[src/rtl/lutcell_pkg.sv]
package lutcell_pkg;
   typedef enum logic [1:0] {MEM_OK = 2'd0, MEM_SA0 = 2'd1, MEM_SA1 = 2'd2, MEM_WOR = 2'd3} mem_flt_e;
   typedef enum logic [1:0] {MUX_OK = 2'd0, MUX_SA0 = 2'd1, MUX_SA1 = 2'd2, MUX_WOR = 2'd3} mux_flt_e;

   function automatic int pos_width(input int k);
      return (k <= 2) ? 1 : $clog2(k);
   endfunction

   function automatic int cfg_length(input int k);
      return (1 << k) + pos_width(k) + 2;
   endfunction
endpackage

[src/rtl/lutcell_cfg.sv]
module lutcell_cfg #(
   parameter int N = 12
) (
   input  logic         clk,
   input  logic         cfg_en,
   input  logic         cfg_bit,
   output logic [N-1:0] cfg_q
);
   logic [N-1:0] chain;

   always_ff @(posedge clk) begin
      if (cfg_en) chain <= {chain[N-2:0], cfg_bit};
   end

   assign cfg_q = chain;
endmodule

[src/rtl/lutcell_lut.sv]
module lutcell_lut import lutcell_pkg::*; #(
   parameter int K        = 3,
   parameter bit FAULT_EN = 1'b0,
   localparam int DEPTH   = 1 << K
) (
   input  logic [DEPTH-1:0] table_bits,
   input  logic [K-1:0]     addr,
   input  logic [1:0]       flt_mode,
   input  logic [K-1:0]     flt_idx,
   output logic             rd_bit
);
   generate
      if (FAULT_EN) begin : g_flt
         logic [DEPTH-1:0] cells;
         mem_flt_e         mode;
         assign mode = mem_flt_e'(flt_mode);
         always_comb begin
            cells = table_bits;
            if (mode == MEM_SA0) cells[flt_idx] = 1'b0;
            if (mode == MEM_SA1) cells[flt_idx] = 1'b1;
            rd_bit = cells[addr];
            if (mode == MEM_WOR) rd_bit = table_bits[addr] | table_bits[flt_idx];
         end
      end else begin : g_clean
         logic unused_flt;
         assign unused_flt = ^{flt_mode, flt_idx};
         assign rd_bit     = table_bits[addr];
      end
   endgenerate
endmodule

[src/rtl/lutcell_out.sv]
module lutcell_out import lutcell_pkg::*; #(
   parameter int K        = 3,
   parameter bit FAULT_EN = 1'b0,
   localparam int SW      = pos_width(K)
) (
   input  logic          clk,
   input  logic          rst,
   input  logic [K-1:0]  din,
   input  logic          lut_bit,
   input  logic          alt_in,
   input  logic          alt_sel,
   input  logic          reg_sel,
   input  logic [SW-1:0] pos,
   input  logic [1:0]    flt_mode,
   output logic [K-1:0]  dout
);
   logic         mux_ok;
   logic         mux_y;
   logic [K-1:0] word;
   logic [K-1:0] pipe_q;

   assign mux_ok = alt_sel ? alt_in : lut_bit;

   generate
      if (FAULT_EN) begin : g_flt
         mux_flt_e mode;
         assign mode = mux_flt_e'(flt_mode);
         always_comb begin
            unique case (mode)
               MUX_SA0: mux_y = 1'b0;
               MUX_SA1: mux_y = 1'b1;
               MUX_WOR: mux_y = lut_bit | alt_in;
               default: mux_y = mux_ok;
            endcase
         end
      end else begin : g_clean
         logic unused_flt;
         assign unused_flt = ^flt_mode;
         assign mux_y      = mux_ok;
      end
   endgenerate

   for (genvar j = 0; j < K; j++) begin : g_bit
      assign word[j] = (pos == SW'(j)) ? mux_y : din[j];
   end

   always_ff @(posedge clk) begin
      if (rst) pipe_q <= '0;
      else     pipe_q <= word;
   end

   assign dout = reg_sel ? pipe_q : word;
endmodule

[src/rtl/lut_test_cell.sv]
module lut_test_cell import lutcell_pkg::*; #(
   parameter int K        = 3,
   parameter bit FAULT_EN = 1'b0
) (
   input  logic         clk,
   input  logic         rst,
   input  logic         cfg_en,
   input  logic         cfg_bit,
   input  logic [K-1:0] din,
   input  logic         alt_in,
   input  logic [1:0]   flt_mem_mode,
   input  logic [K-1:0] flt_mem_idx,
   input  logic [1:0]   flt_mux_mode,
   output logic [K-1:0] dout
);
   localparam int DEPTH   = 1 << K;
   localparam int SW      = pos_width(K);
   localparam int CFG_N   = cfg_length(K);
   localparam int POS_LO  = DEPTH;
   localparam int REG_BIT = DEPTH + SW;
   localparam int ALT_BIT = DEPTH + SW + 1;

   if (K < 2 || K > 8) begin : g_bad_k
      $error("lut_test_cell: K must lie in 2..8");
   end

   logic [CFG_N-1:0] cfg_q;
   logic [DEPTH-1:0] table_bits;
   logic [SW-1:0]    pos;
   logic             reg_sel;
   logic             alt_sel;
   logic             lut_bit;

   assign table_bits = cfg_q[DEPTH-1:0];
   assign pos        = cfg_q[REG_BIT-1:POS_LO];
   assign reg_sel    = cfg_q[REG_BIT];
   assign alt_sel    = cfg_q[ALT_BIT];

   lutcell_cfg #(.N(CFG_N)) u_cfg (
      .clk(clk), .cfg_en(cfg_en), .cfg_bit(cfg_bit), .cfg_q(cfg_q)
   );

   lutcell_lut #(.K(K), .FAULT_EN(FAULT_EN)) u_lut (
      .table_bits(table_bits), .addr(din), .flt_mode(flt_mem_mode),
      .flt_idx(flt_mem_idx), .rd_bit(lut_bit)
   );

   lutcell_out #(.K(K), .FAULT_EN(FAULT_EN)) u_out (
      .clk(clk), .rst(rst), .din(din), .lut_bit(lut_bit), .alt_in(alt_in),
      .alt_sel(alt_sel), .reg_sel(reg_sel), .pos(pos), .flt_mode(flt_mux_mode),
      .dout(dout)
   );
endmodule

[config.mk]
export PLATFORM = sky130hd
export DESIGN_NAME = lut_test_cell
export DESIGN_NICKNAME = d
export VERILOG_FILES = /design/src/rtl/lutcell_pkg.sv /design/src/rtl/lutcell_cfg.sv /design/src/rtl/lutcell_lut.sv /design/src/rtl/lutcell_out.sv /design/src/rtl/lut_test_cell.sv
export SDC_FILE = /design/constraint.sdc
export NUM_CORES = 1
export LEC_CHECK = 0
export CORE_MARGIN = 1.5
export CORE_UTILIZATION = 45
export DETAILED_ROUTE_END_ITERATION = 8
export MAX_ROUTING_LAYER = met4
export PLACE_DENSITY = 0.82
export SLEW_MARGIN = 20
export SYNTH_ARGS = -nofsm -noshare
export SYNTH_HDL_FRONTEND = slang
export SYNTH_SLANG_ARGS = --single-unit
[constraint.sdc]
create_clock -name clk -period 3.2 [get_ports clk]
set_input_delay 0.32 -clock clk [delete_from_list [all_inputs] [get_ports clk]]
set_output_delay 0.32 -clock clk [all_outputs]
set_load 0.05 [all_outputs]
==> impl_results.md, run 1 <==
- Status: completed
- Worst endpoint data arrival time: 2.53 ns
- Peak Freq: 351 MHz
- Leading area contributor after synthesis: edfxtp_1
- Final hold violation count: 0
- Worst skew pair latency: 0.27 ns
- Initial Util: 0.478
- Avg Inst Size Synth: 13.1 µm²
- Slowest CP cell: clkdlybuf4s50_1
- Count of cell types in the netlist: 25
- Hold Buf Count CTS: 0
- Vias in the first global route: 473
- DP Wirelength: 873 µm
- CTS Root Cell: clkbuf_4
- CORE AREA: 0.00151 mm²
- Die H: 43.0 µm
- Max-slew headroom: 0.655
- Input/output buffers: 10
- # setup viols final: 0
- # resized after CTS: 0
- Clock Sink Count: 15
- Reg clk slew, reported paths: 0.09 ns
- Row cnt: 14
- HP Class: reg2reg
- CTS tree: built
- Slew Limit Fails: 0
- DR WL/cell: 13.7 µm
- CTS Buffer Depth: 2
- Total number of vias: 467
- Maximum VDD drop: 0.308 mV
- Final estimated routing congestion in global placement: 0.834
- Worst-Margin Slew: 0.516 ns
- Antenna diode count: 0
- Drt pass-1 iters: 4
- Max cap viols: 0
- Startpoint type of the worst setup path: primary input
- Antenna-violating nets left: 0
- Aggregate routed wire length: 1.15 mm
- Initial antenna violation count: 0
- Share of layout cells above drive strength 1: 0.176
- Register area: 420 µm²
- Most used cell, CP: clkdlybuf4s50_1
- Post-CTS Setup Repair Bufs: 0
- Mapped Cells: 55
- Total Routing Usage GR: 0.148
- Syn_nets: 70
- CTS buffer count: 3
- CP Cell Sequence: clkdlybuf4s50_1, mux2_4, or3_4, nand4_2, o21ai_1, clkdlybuf4s50_1
- Global-route wire length before repair: 2.00 mm
- Crit path required time: 2.88 ns
- CP Class: in2out
- Critical path fanouts, max: 5
- Synth Register Bits: 15
- TNS Setup: 0 ns
- Area share of the largest cell type after synthesis: 0.501
- Area Growth Syn to Fin: 20.0%
- Yosys warns: 0
- DRC: 0
- Fin nets: 84
- Final std cells w/o fill: 84
- Placed insts: 80
- Total gr overflow: 0
- Synth top area cells: edfxtp_1 (50%), dfxtp_1 (8.3%), mux2_4 (4.2%), a2bb2oi_4 (3.7%), nor2_1 (3.1%)
- Leakage power: 0.302 nW
- Cell Area, Synth: 719 µm²
- CP max stage delay: 0.70 ns
- Largest net degree at the start of global routing: 13
- Total die area: 0.00185 mm²
- Die Wd: 43.0 µm
- Worst Skew: 0.000591 ns
- Initial drt markers: 8
- PwrDens: 475 mW/mm²
- Multi-input gate area: 288 µm²
- Crit. End Element: primary output
- Fill cells: 132
- Post-layout min period: 2.85 ns
- Ports placed on the boundary: 18
- Fin crit share: 0.890
- H-Tree Depth: 1
- Post-synthesis sequential area ratio: 0.584
- RSZ-0062 raised after global routing: no
- Via/cell ratio: 5.56
worst max-delay path, delay by kind of cell:
kind	cells	cell delay [ns]
mux	1	0.33
compound gates	1	0.08
buf+inv	2	1.32
simple gates	2	0.47
cell families after synthesis:
group	after synthesis	synth area share
compound gates	16	0.188
buf+inv	3	0.0157
flops	15	0.584
mux	4	0.0696
simple gates	17	0.143
state kept, by name, summed over array words and instances (netlist names):
name,cells
u_out.pipe_q,3
u_cfg.cfg_q,12
final timing paths:
check,endpoint,slack [ns],depth (start not counted),start
max,dout[0],0.35,6,din[0]
min,u_cfg.cfg_q[7]$_DFFE_PP_,0.46,0,u_cfg.cfg_q[6]$_DFFE_PP_
max reg2reg,u_out.pipe_q[2]$_SDFF_PP0_,1.86,4,u_cfg.cfg_q[4]$_DFFE_PP_
min reg2reg,u_cfg.cfg_q[7]$_DFFE_PP_,0.46,0,u_cfg.cfg_q[6]$_DFFE_PP_
final cells by class:
| class | instances | share of cell area |
|---|---|---|
| Tap cell | 16 | 0.0232 |
| Inverter | 2 | 0.00870 |
| Clock buffer | 3 | 0.0261 |
| Timing Repair Buffer | 10 | 0.116 |
| Sequential cell | 15 | 0.487 |
| Clock inverter | 1 | 0.00580 |
| Multi-Input combinational cell | 37 | 0.333 |
power by group:
part / switching, mW / internal [mW]
sequential: 0.00793 / 0.224
combinational: 0.0402 / 0.0332
clock: 0.0579 / 0.0463
routing by layer:
layer	up-vias	wire, µm	GRT usage	share of wire
met1	217	550	0.190	0.48
met2	11	528	0.218	0.46
met3	0	70	0.0468	0.061
met5	-	0	-	0
li1	239	-	-	-
met4	0	0	0.0606	0
cell usage in the layout (no fill, tap or decap):
cell / n
a21oi_1: 2
nand2b_1: 2
nor3_1: 1
clkbuf_4: 3
a2bb2oi_4: 1
o22ai_1: 3
o21ai_1: 3
o21ai_0: 1
nor2b_1: 1
nand4b_2: 1
clkdlybuf4s50_1: 10
a31oi_4: 1
or3_4: 1
mux2i_1: 2
mux2_4: 2
dfxtp_1: 3
nor2_1: 6
or2_2: 1
o21a_1: 1
edfxtp_1: 12
a31oi_1: 1
o31ai_1: 1
a221oi_1: 2
nand4_2: 1
nand2_1: 3
clkinv_2: 1
inv_1: 2
stage by stage:
step	hold WS, ns	util	power, mW	worst slack, ns	area [µm²]
after detailed placement	0.436	0.555	0.310	0.335	836
after global routing	0.472	0.573	0.433	0.277	863
after floorplan	0.414	-	0.282	1.35	719
final	0.457	0.573	0.410	0.352	863
after global placement	0.435	0.555	0.309	0.352	836
after CTS	0.459	0.573	0.414	0.336	863
synth_stat cells, drive strengths merged:
cell      n
o21ai     4
o22ai     3
or2       1
o21a      1
dfxtp     3
nand4b    1
nand4     1
a31oi     2
clkbuf    1
a221oi    2
nor2b     1
nand2     3
a21oi     2
nor2      6
nor3      1
inv       2
edfxtp   12
a2bb2oi   1
mux2i     2
o31ai     1
nand2b    2
mux2      2
or3       1
Note: power is estimated with default switching activity, not from simulation.
==> run 2, diff against run 1 <==
--- a/config.mk
+++ b/config.mk
@@ -10,6 +10,7 @@
 export DETAILED_ROUTE_END_ITERATION = 8
 export MAX_ROUTING_LAYER = met4
 export PLACE_DENSITY = 0.82
+export RECOVER_POWER = 50
 export SLEW_MARGIN = 20
 export SYNTH_ARGS = -nofsm -noshare
 export SYNTH_HDL_FRONTEND = slang
==> impl_results.md, run 2 (synthesis gave the netlist of run 1 again) <==
- DR WL met2: 528 µm
- Initial antenna violation count: 0
- Worst-Margin Slew: 0.521 ns
- Initial Util: 0.478
- Final Power: 0.409 mW
- Vias in the first global route: 473
- Aggregate routed wire length: 1.15 mm
- DR WL/cell: 13.7 µm
- DR top layer: met3
- Crit. End Element: primary output
- Worst endpoint data arrival time: 2.53 ns
- Max cap viols: 0
- Global-route wire length before repair: 2.00 mm
- Die H: 43.0 µm
- Max FFs per register: 12
- Post-layout min period: 2.85 ns
- Slew Limit Fails: 0
- Reg2reg end: u_out.pipe_q[2]$_SDFF_PP0_
- Total gr overflow: 0
- Largest net degree at the start of global routing: 13
- Ports placed on the boundary: 18
- Fin crit share: 0.890
- Area Growth Syn to Fin: 20.0%
- Fill cells: 132
- Die Wd: 43.0 µm
- DP Wirelength: 873 µm
- DRC: 0
- Maximum VDD drop: 0.308 mV
- TNS Setup: 0 ns
- Drt pass-1 iters: 4
- Metal-1 WL: 550 µm
- Share of layout cells above drive strength 1: 0.176
- R2R depth: 4
- H-Tree Depth: 1
- # resized after CTS: 0
- Final std cells w/o fill: 84
- Final hold violation count: 0
- PwrDens: 474 mW/mm²
- Max-slew headroom: 0.652
- Antenna diode count: 0
- Row cnt: 14
- Final estimated routing congestion in global placement: 0.834
- Hold Path Stages: 0
- Worst Skew: 0.000591 ns
- Via/cell ratio: 5.56
- Antenna-violating nets left: 0
- Total die area: 0.00185 mm²
- HP Class: reg2reg
- Commonest non-fill, non-tap cells in the layout: edfxtp_1 (12), clkdlybuf4s50_1 (8), nor2_1 (6)
- R2r startpoint: u_cfg.cfg_q[4]$_DFFE_PP_
- Peak Freq: 351 MHz
- Initial drt markers: 8
- # setup viols final: 0
- Final Util: 0.573
- CORE AREA: 0.00151 mm²
- Commonest non-fill, non-tap cell in the layout: edfxtp_1
- Worst hold path startpoint: u_cfg.cfg_q[6]$_DFFE_PP_
- Post-CTS Setup Repair Bufs: 0
- RSZ-0062 raised after global routing: no
- Fin nets: 84
- Placed insts: 80
- Min-Delay Endpoint: u_cfg.cfg_q[7]$_DFFE_PP_
- CTS buffer count: 3
- CP Class: in2out
- Critical Path Start: din[0]
- Flop2flop setup slack: 1.86 ns
- Total Routing Usage GR: 0.148
- Met3 wire len: 70 µm
- Critical path fanouts, max: 5
- Total number of vias: 467
- CTS Root Cell: clkbuf_4
- Status: completed
- Crit path required time: 2.88 ns
- Clock Sink Count: 15
- Leakage power: 0.303 nW
- Worst skew pair latency: 0.27 ns
- CTS Buffer Depth: 2
- Input/output buffers: 10
- CTS tree: built
- Startpoint type of the worst setup path: primary input
- Hold Buf Count CTS: 0
- Reg clk slew, reported paths: 0.09 ns
- Min Hold Slack: 0.457 ns
## run 2: cell types whose count changed in the layout (fill, tap and decap cells not counted)
cell,before,now
clkdlybuf4s50_1,10,8
dlygate4sd3_1,0,2
## run 2: power by group
| group | switching [mW] | leakage [nW] | internal [mW] | total, mW |
|---|---|---|---|---|
| logic | 0.0402 | 0.143 | 0.0328 | 0.0729 |
| clock network | 0.0579 | 0.0177 | 0.0463 | 0.104 |
| registers | 0.00793 | 0.142 | 0.224 | 0.232 |
## run 2: cell type report
class / instances / area (µm²) / area share
clock inverter: 1 / 5.00 / 0.00580
multi-input combinational: 37 / 288 / 0.333
inverter: 2 / 7.51 / 0.00870
sequential: 15 / 420 / 0.487
clock buffer: 3 / 22.5 / 0.0261
timing repair buffer: 10 / 100 / 0.116
tap: 16 / 20.0 / 0.0232
## run 2: metrics by stage
step,cell area (µm²),setup WS [ns]
final,863,0.352
after global routing,863,0.277
after CTS,863,0.336
after detailed placement,836,0.335
after global placement,836,0.352
after floorplan,719,1.35
## run 2: how the worst max path moves through the flow
stage / endpoint / slack, ns / cells past startpoint
after CTS: dout[0] / 0.34 / 6
after floorplan: dout[0] / 1.35 / 4
after global routing: dout[0] / 0.28 / 6
after global placement: dout[0] / 0.35 / 6
final: dout[0] / 0.35 / 6
after detailed placement: dout[0] / 0.34 / 6
## run 2: critical path: stages
cell and delay, ns:
clkdlybuf4s50_1 0.62, mux2_4 0.33, or3_4 0.34, nand4_2 0.13
o21ai_1 0.08, clkdlybuf4s50_1 0.70
## run 2: routing by layer
layer  track usage  vias to the layer above
met2         0.218                       11
met1         0.190                      217
met3        0.0468                        0
met5             -                        -
li1              -                      239
met4        0.0606                        0
